==> config.mk <==
export PLATFORM = sky130hd
export DESIGN_NAME = f2i_convert
export DESIGN_NICKNAME = d
export VERILOG_FILES = /design/src/rtl/f2i_pkg.sv /design/src/rtl/f2i_unpack.sv /design/src/rtl/f2i_shift_round.sv /design/src/rtl/f2i_saturate.sv /design/src/rtl/f2i_convert.sv
export SDC_FILE = /design/constraint.sdc
export NUM_CORES = 1
export LEC_CHECK = 0
export BUFFER_PORTS_ARGS = -buffer_cell sky130_fd_sc_hd__buf_4
export CORE_UTILIZATION = 25
export CTS_BUF_LIST = sky130_fd_sc_hd__clkbuf_16
export DETAILED_ROUTE_END_ITERATION = 8
export PLACE_DENSITY = 0.4
export SLEW_MARGIN = 10
export SYNTH_ARGS = -nofsm -noshare
export SYNTH_HDL_FRONTEND = slang
export SYNTH_SLANG_ARGS = --single-unit
==> constraint.sdc <==
create_clock -name clk -period 0.8 [get_ports clk]
set_input_delay 0.08 -clock clk [delete_from_list [all_inputs] [get_ports clk]]
set_output_delay 0.08 -clock clk [all_outputs]
set_load 0.01 [all_outputs]
==> src/rtl/f2i_pkg.sv <==
package f2i_pkg;

   // Per-operation rounding codes; 5..7 are treated as toward zero
   typedef enum logic [2:0] {
      RND_NEAR_EVEN = 3'd0,
      RND_UP        = 3'd1,
      RND_DOWN      = 3'd2,
      RND_ZERO      = 3'd3,
      RND_NEAR_AWAY = 3'd4
   } rnd_e;

   // Decide whether the truncated magnitude must be bumped by one
   function automatic logic rnd_inc(input logic [2:0] code, input logic neg,
                                    input logic lsb, input logic rbit,
                                    input logic stk);
      logic bump;
      case (code)
         RND_NEAR_EVEN: bump = rbit & (stk | lsb);
         RND_UP:        bump = ~neg & (rbit | stk);
         RND_DOWN:      bump = neg & (rbit | stk);
         RND_NEAR_AWAY: bump = rbit;
         default:       bump = 1'b0;
      endcase
      return bump;
   endfunction

endpackage

==> src/rtl/f2i_unpack.sv <==
module f2i_unpack #(
   parameter int EXP_W  = 11,
   parameter int FRAC_W = 52,
   parameter int SIG_W  = 53,
   parameter int XE_W   = 13
) (
   input  logic [EXP_W+FRAC_W:0]    fp_bits,
   output logic                     sign,
   output logic                     is_nan,
   output logic                     is_inf,
   output logic signed [XE_W-1:0]   exp_unb,
   output logic [SIG_W-1:0]         sig
);
   localparam int BIAS = (1 << (EXP_W - 1)) - 1;
   localparam int PAD  = SIG_W - 1 - FRAC_W;

   if (PAD < 0) begin : g_bad_pad
      $error("f2i_unpack: significand field wider than common significand");
   end

   logic [EXP_W-1:0]  e_raw;
   logic [FRAC_W-1:0] frac;
   logic              e_all1;
   logic              e_all0;

   assign sign   = fp_bits[EXP_W+FRAC_W];
   assign e_raw  = fp_bits[FRAC_W +: EXP_W];
   assign frac   = fp_bits[FRAC_W-1:0];
   assign e_all1 = &e_raw;
   assign e_all0 = ~|e_raw;
   assign is_nan = e_all1 & (|frac);
   assign is_inf = e_all1 & ~(|frac);

   // Subnormals share the exponent of the smallest normal, hidden bit 0
   assign exp_unb = $signed(e_all0 ? XE_W'(1) : XE_W'(e_raw)) - $signed(XE_W'(BIAS));
   assign sig     = SIG_W'({~e_all0, frac}) << PAD;

endmodule

==> src/rtl/f2i_shift_round.sv <==
module f2i_shift_round
   import f2i_pkg::*;
#(
   parameter int SIG_W = 53,
   parameter int INT_W = 64,
   parameter int XE_W  = 13
) (
   input  logic                   sign,
   input  logic signed [XE_W-1:0] exp_unb,
   input  logic [SIG_W-1:0]       sig,
   input  logic [2:0]             mode,
   output logic [INT_W:0]         mag,
   output logic                   huge,
   output logic                   frac_nz
);
   localparam int FPOS = SIG_W - 1;
   localparam int TW   = SIG_W + INT_W;

   logic [TW-1:0]    t;
   logic [INT_W-1:0] ipart;
   logic             rbit;
   logic             stk;
   int               e;
   int               sh;

   always_comb begin
      e     = int'(exp_unb);
      huge  = 1'b0;
      ipart = '0;
      rbit  = 1'b0;
      stk   = 1'b0;
      t     = '0;
      sh    = 0;
      if (e >= INT_W) begin
         huge = 1'b1;
      end else if (e >= FPOS) begin
         ipart = INT_W'(sig) << (e - FPOS);
      end else begin
         sh = FPOS - e;
         if (sh > INT_W) sh = INT_W;
         t     = {sig, {INT_W{1'b0}}} >> sh;
         ipart = INT_W'(t[TW-1:INT_W]);
         rbit  = t[INT_W-1];
         stk   = |t[INT_W-2:0];
      end
   end

   assign frac_nz = rbit | stk;
   assign mag     = {1'b0, ipart} + (INT_W+1)'(rnd_inc(mode, sign, ipart[0], rbit, stk));

endmodule

==> src/rtl/f2i_saturate.sv <==
module f2i_saturate #(
   parameter int INT_W    = 64,
   parameter int NARROW_W = 32
) (
   input  logic [INT_W:0]   mag,
   input  logic             huge,
   input  logic             frac_nz,
   input  logic             sign,
   input  logic             is_nan,
   input  logic             dst_wide,
   input  logic             dst_signed,
   output logic [INT_W-1:0] value,
   output logic             invalid,
   output logic             inexact
);
   localparam int MW = INT_W + 1;

   logic [MW-1:0]    u_max;
   logic [MW-1:0]    s_max;
   logic [MW-1:0]    s_negmax;
   logic [MW-1:0]    pos_lim;
   logic [INT_W-1:0] mask;

   assign u_max    = dst_wide ? {1'b0, {INT_W{1'b1}}} : MW'({NARROW_W{1'b1}});
   assign s_max    = u_max >> 1;
   assign s_negmax = s_max + MW'(1);
   assign pos_lim  = dst_signed ? s_max : u_max;
   assign mask     = u_max[INT_W-1:0];

   always_comb begin
      value   = '0;
      invalid = 1'b0;
      inexact = 1'b0;
      if (is_nan) begin
         invalid = 1'b1;
      end else if (!sign) begin
         if (huge || mag > pos_lim) begin
            value   = pos_lim[INT_W-1:0];
            invalid = 1'b1;
         end else begin
            value   = mag[INT_W-1:0];
            inexact = frac_nz;
         end
      end else if (dst_signed) begin
         if (huge || mag > s_negmax) begin
            value   = (-s_negmax[INT_W-1:0]) & mask;
            invalid = 1'b1;
         end else begin
            value   = (-mag[INT_W-1:0]) & mask;
            inexact = frac_nz;
         end
      end else if (!huge && mag == '0) begin
         inexact = frac_nz;
      end else begin
         invalid = 1'b1;
      end
   end

endmodule

==> src/rtl/f2i_convert.sv <==
module f2i_convert #(
   parameter int D_EXP    = 11,
   parameter int D_FRAC   = 52,
   parameter int S_EXP    = 8,
   parameter int S_FRAC   = 23,
   parameter int INT_W    = 64,
   parameter int NARROW_W = 32
) (
   input  logic             clk,
   input  logic             rst_n,
   input  logic [63:0]      op_bits,
   input  logic             op_dbl,
   input  logic             dst_wide,
   input  logic             dst_signed,
   input  logic [2:0]       rnd_mode,
   output logic [63:0]      result,
   output logic             invalid,
   output logic             inexact
);
   localparam int SIG_W = D_FRAC + 1;
   localparam int XE_W  = D_EXP + 2;
   localparam int NFMT  = 2;

   if (INT_W != 64 || NARROW_W >= INT_W || S_FRAC > D_FRAC || S_EXP > D_EXP
       || INT_W < SIG_W || D_EXP + D_FRAC + 1 > 64) begin : g_bad_cfg
      $error("f2i_convert: unsupported format or width parameters");
   end

   logic                   sign_v [NFMT];
   logic                   nan_v  [NFMT];
   logic                   inf_v  [NFMT];
   logic signed [XE_W-1:0] exp_v  [NFMT];
   logic [SIG_W-1:0]       sig_v  [NFMT];

   // Index 0 decodes binary64, index 1 decodes binary32
   for (genvar g = 0; g < NFMT; g++) begin : g_fmt
      localparam int EW = (g == 0) ? D_EXP  : S_EXP;
      localparam int FW = (g == 0) ? D_FRAC : S_FRAC;
      f2i_unpack #(.EXP_W(EW), .FRAC_W(FW), .SIG_W(SIG_W), .XE_W(XE_W)) u_unpack (
         .fp_bits (op_bits[EW+FW:0]),
         .sign    (sign_v[g]),
         .is_nan  (nan_v[g]),
         .is_inf  (inf_v[g]),
         .exp_unb (exp_v[g]),
         .sig     (sig_v[g])
      );
   end

   logic                   sel;
   logic                   sign_s;
   logic                   nan_s;
   logic                   inf_s;
   logic signed [XE_W-1:0] exp_s;
   logic [SIG_W-1:0]       sig_s;

   assign sel    = ~op_dbl;
   assign sign_s = sign_v[sel];
   assign nan_s  = nan_v[sel];
   assign inf_s  = inf_v[sel];
   assign exp_s  = exp_v[sel];
   assign sig_s  = sig_v[sel];

   logic [INT_W:0]   mag;
   logic             huge;
   logic             frac_nz;

   f2i_shift_round #(.SIG_W(SIG_W), .INT_W(INT_W), .XE_W(XE_W)) u_round (
      .sign    (sign_s),
      .exp_unb (exp_s),
      .sig     (sig_s),
      .mode    (rnd_mode),
      .mag     (mag),
      .huge    (huge),
      .frac_nz (frac_nz)
   );

   logic [INT_W-1:0] value_d;
   logic             inv_d;
   logic             inx_d;

   f2i_saturate #(.INT_W(INT_W), .NARROW_W(NARROW_W)) u_sat (
      .mag        (mag),
      .huge       (huge),
      .frac_nz    (frac_nz),
      .sign       (sign_s),
      .is_nan     (nan_s),
      .dst_wide   (dst_wide),
      .dst_signed (dst_signed),
      .value      (value_d),
      .invalid    (inv_d),
      .inexact    (inx_d)
   );

   logic live_q;

   always_ff @(posedge clk or negedge rst_n) begin
      if (!rst_n) begin
         result  <= '0;
         invalid <= 1'b0;
         inexact <= 1'b0;
         live_q  <= 1'b0;
      end else begin
         result  <= value_d;
         invalid <= inv_d;
         inexact <= inx_d;
         live_q  <= 1'b1;
      end
   end

   // the two flags exclude each other
   assert_flags_exclusive_R9: assert property (@(posedge clk) disable iff (!rst_n)
      !(invalid && inexact));

   // a narrow destination leaves the upper half clear
   assert_narrow_upper_zero_R10: assert property (@(posedge clk) disable iff (!rst_n)
      (live_q && $past(!dst_wide)) |-> (result[63:32] == 32'd0));

   // NaN decodes to zero with only invalid
   assert_nan_zero_R8: assert property (@(posedge clk) disable iff (!rst_n)
      (live_q && $past(nan_s)) |-> (invalid && !inexact && result == 64'd0));

   // negative input to unsigned destination always yields zero
   assert_unsigned_neg_zero_R7: assert property (@(posedge clk) disable iff (!rst_n)
      (live_q && $past(!dst_signed && sign_s && !nan_s)) |-> (result == 64'd0));

   // positive infinity into signed 64-bit clamps to the top value
   assert_signed_inf_clamp_R6: assert property (@(posedge clk) disable iff (!rst_n)
      (live_q && $past(inf_s && !sign_s && dst_signed && dst_wide))
      |-> (invalid && result == 64'h7FFF_FFFF_FFFF_FFFF));

endmodule

==> results.yml <==
sta:
  finalHoldViolCount: 0
  maxSlewViolCount: 0
  max_slew.worst_pin.slew_ps: 909.6
  fmax_ghz: 0.09997
  whs_ps: 126.0
  max_slew_margin: 0.3936
  worst_slack_ps: -9203
  finalSetupViolCount: 132
  grt_setup_unrepaired: "true"
  post-route-period-util: 12.50
  fin_crit_ps: 10000
yosys:
  synthesis.nets: 3027
  ys_warn_count: 0
  postSynth.topFlopCell: "dfrtp_1"
  syn_inst: 2911
  ys_async_sr_fraction: 1.000
  synth_cell_types: 119
  ys_top_cells_by_area: "dfrtp_1, nand2_1, mux2i_1"
  netlist_area_um2: 19610
  yosysSeqAreaShare: 0.08424
  syn_area_per_cell_um2: 6.735
  synth_top_area_cell: "dfrtp_1"
  synth_edf_count: 0
  synth.top_cell.area_share: 0.08424
  yosys_register_bits: 66
floorplan:
  num_rows: 102
  io_pins: 138
  die_h_um: 282.0
  fp.dieW_um: 282.0
  floorplan.core_area_um2: 77470
  die_area_um2: 79540
  initial_core_util: 0.2531
power:
  leakagePower_nw: 16.22
  irDropWorstVdd_mv: 1.139
  powerDensity_nw_per_um2: 1588
routing:
  drc: 0
  post_drt_via_cell_ratio: 5.755
  num_vias: 31050
  routed_wl_um: 153900
  drt-initial-drc-count: 2599
  first_pass_iters: 6
  wl_per_cell_um: 28.53
  ant_nets: 0
clocking:
  cts_max_path_buffers: 2
  cts_root_buffer: "clkbuf_16"
  cts_buffers: 9
  htree_num_levels: 3
  clkSinkCount: 66
  clk_pin_slew_ps: 50
  cts_tree: "built"
critical_path:
  cp_num_cells: 57
  critPathLaunchType: "input port"
  crit_required_ps: 1010
  slowest_delay_ps: 580
  path_delay_family: "compound AO/OA/AOI/OAI gates"
  cp_data_arrival_time_ps: 10210
  crit_top_cell: "buf_4"
  worstPathMaxFanout: 15
  cp_slowest_cell: "or4_4"
  setup.worst_path.class: "in -> reg"
  path_buf_inv: 13
  endpoint_kind: "flop"
layout:
  utilization: 0.4677
  syn_to_final_growth_pct: 84.80
  drive_gt1_frac: 0.4959
  nFillCells: 7990
  antennaDiodeCount: 0
  nets: 4467
global_route:
  antenna_found_initial: 2
  first_global_vias: 30890
  grt_usage: 0.3787
  grt_pass1_wl_um: 218500
  grt_overflow: 0
  grt_max_degree: 70
placed_design:
  gp_congestion: 1.059
  portBuffers: 137
  dp_hpwl_um: 129100
worst_hold_path:
  hold_class: "in -> async"
run:
  max_cap_viol_count: 0
outcome:
  status: "finished, violations left"
  violations: "setup timing"
[Yosys cell counts, drive strengths merged, types with 82 or more instances]
library cell,instances
nor3,149
mux2i,126
a31oi,82
nand2,338
o21ai,159
buf,132
nor4,117
a21oi,173
nor2,292
nand3,126
clkbuf,101
[through the flow]
stage | setup TNS, ps | instances | total power [mW] | setup WS [ps] | instance area, um^2
global placement | -694050 | 5277 | 47.52 | -10620 | 32370
global route | -633340 | 5396 | 60.11 | -9550 | 36230
floorplan | -645070 | 2911 | 23.38 | -9875 | 20200
finish | -610190 | 5396 | 57.54 | -9203 | 36230
detailed placement | -691480 | 5277 | 47.47 | -10580 | 32370
CTS | -602500 | 5358 | 55.06 | -9066 | 35190
[cell usage in the layout, fill, tap and decap left out, types with 62 or more instances in the layout]
cell type	synthesis	routed
buf_4	25	1487
nand2_1	337	328
nor2_1	290	277
a21oi_1	169	143
o21ai_0	143	117
nor3_1	146	110
nand3_1	120	109
mux2i_1	124	107
buf_6	12	107
xnor2_1	74	67
dfrtp_1	66	64
a31oi_1	79	63
nor4_1	94	62
[flip-flops by register name, indices dropped and copies added, names as in the netlist]
signal / count
invalid: 1
inexact: 1
result: 64
[report_power, final]
part	switching (mW)	internal, mW
registers	0.396	4.03
clock network	1.52	2.40
logic	27.0	22.2
[layer usage]
layer	vias up	part of all wire	track usage
li1	14210	-	-
met1	15100	0.40	0.4591
met2	1353	0.46	0.6231
met3	392	0.056	0.03890
met4	0	0.085	0.2747
met5	-	0	0
[layout make-up]
cell class              count  area [um^2]  area share
multi-input cells        2562        19060      0.5262
flip-flops and latches     66         1654     0.04565
inverters                  51        200.2    0.005525
well taps                1040         1301     0.03592
repair buffers           1661        13720      0.3787
clock inverters             7        67.56    0.001865
clock buffers               9        225.2    0.006216
[logic make-up (layout without fill, tap and decap cells)]
kind of cell             after synthesis  count (layout)  synth area share
multiplexers                         188             188            0.1048
XOR/XNOR                              98              98           0.04455
buffers and inverters                284            1728           0.06790
AND/OR/NAND/NOR                     1281            1281            0.3317
adder cells (fa/ha/maj)               44              44           0.02808
AO/OA/AOI/OAI                        950             951            0.3387
flip-flops                            66              66           0.08424
[worst max-delay path by stage]
stage	startpoint	endpoint	slack [ps]
2_1_floorplan	op_bits[54]	result[17]$_DFF_PN0_	-9870
3_3_place_gp	op_bits[57]	result[8]$_DFF_PN0_	-10620
3_5_place_dp	op_bits[57]	result[8]$_DFF_PN0_	-10580
4_1_cts	op_bits[56]	result[14]$_DFF_PN0_	-9070
5_1_grt	op_bits[57]	result[47]$_DFF_PN0_	-9550
6_report	op_bits[52]	result[12]$_DFF_PN0_	-9200
[repair_timing]
action / in CTS / in global routing
gates resized for setup: 382 / 134
hold endpoints to repair: 66 / 0
hold buffers: 1 / 0
pin swaps: 92 / 55
buffers inserted: 58 / 39
gates cloned: 9 / 2
endpoints found under the setup margin: 132 / 132
Power figures use the tool's default switching activity.
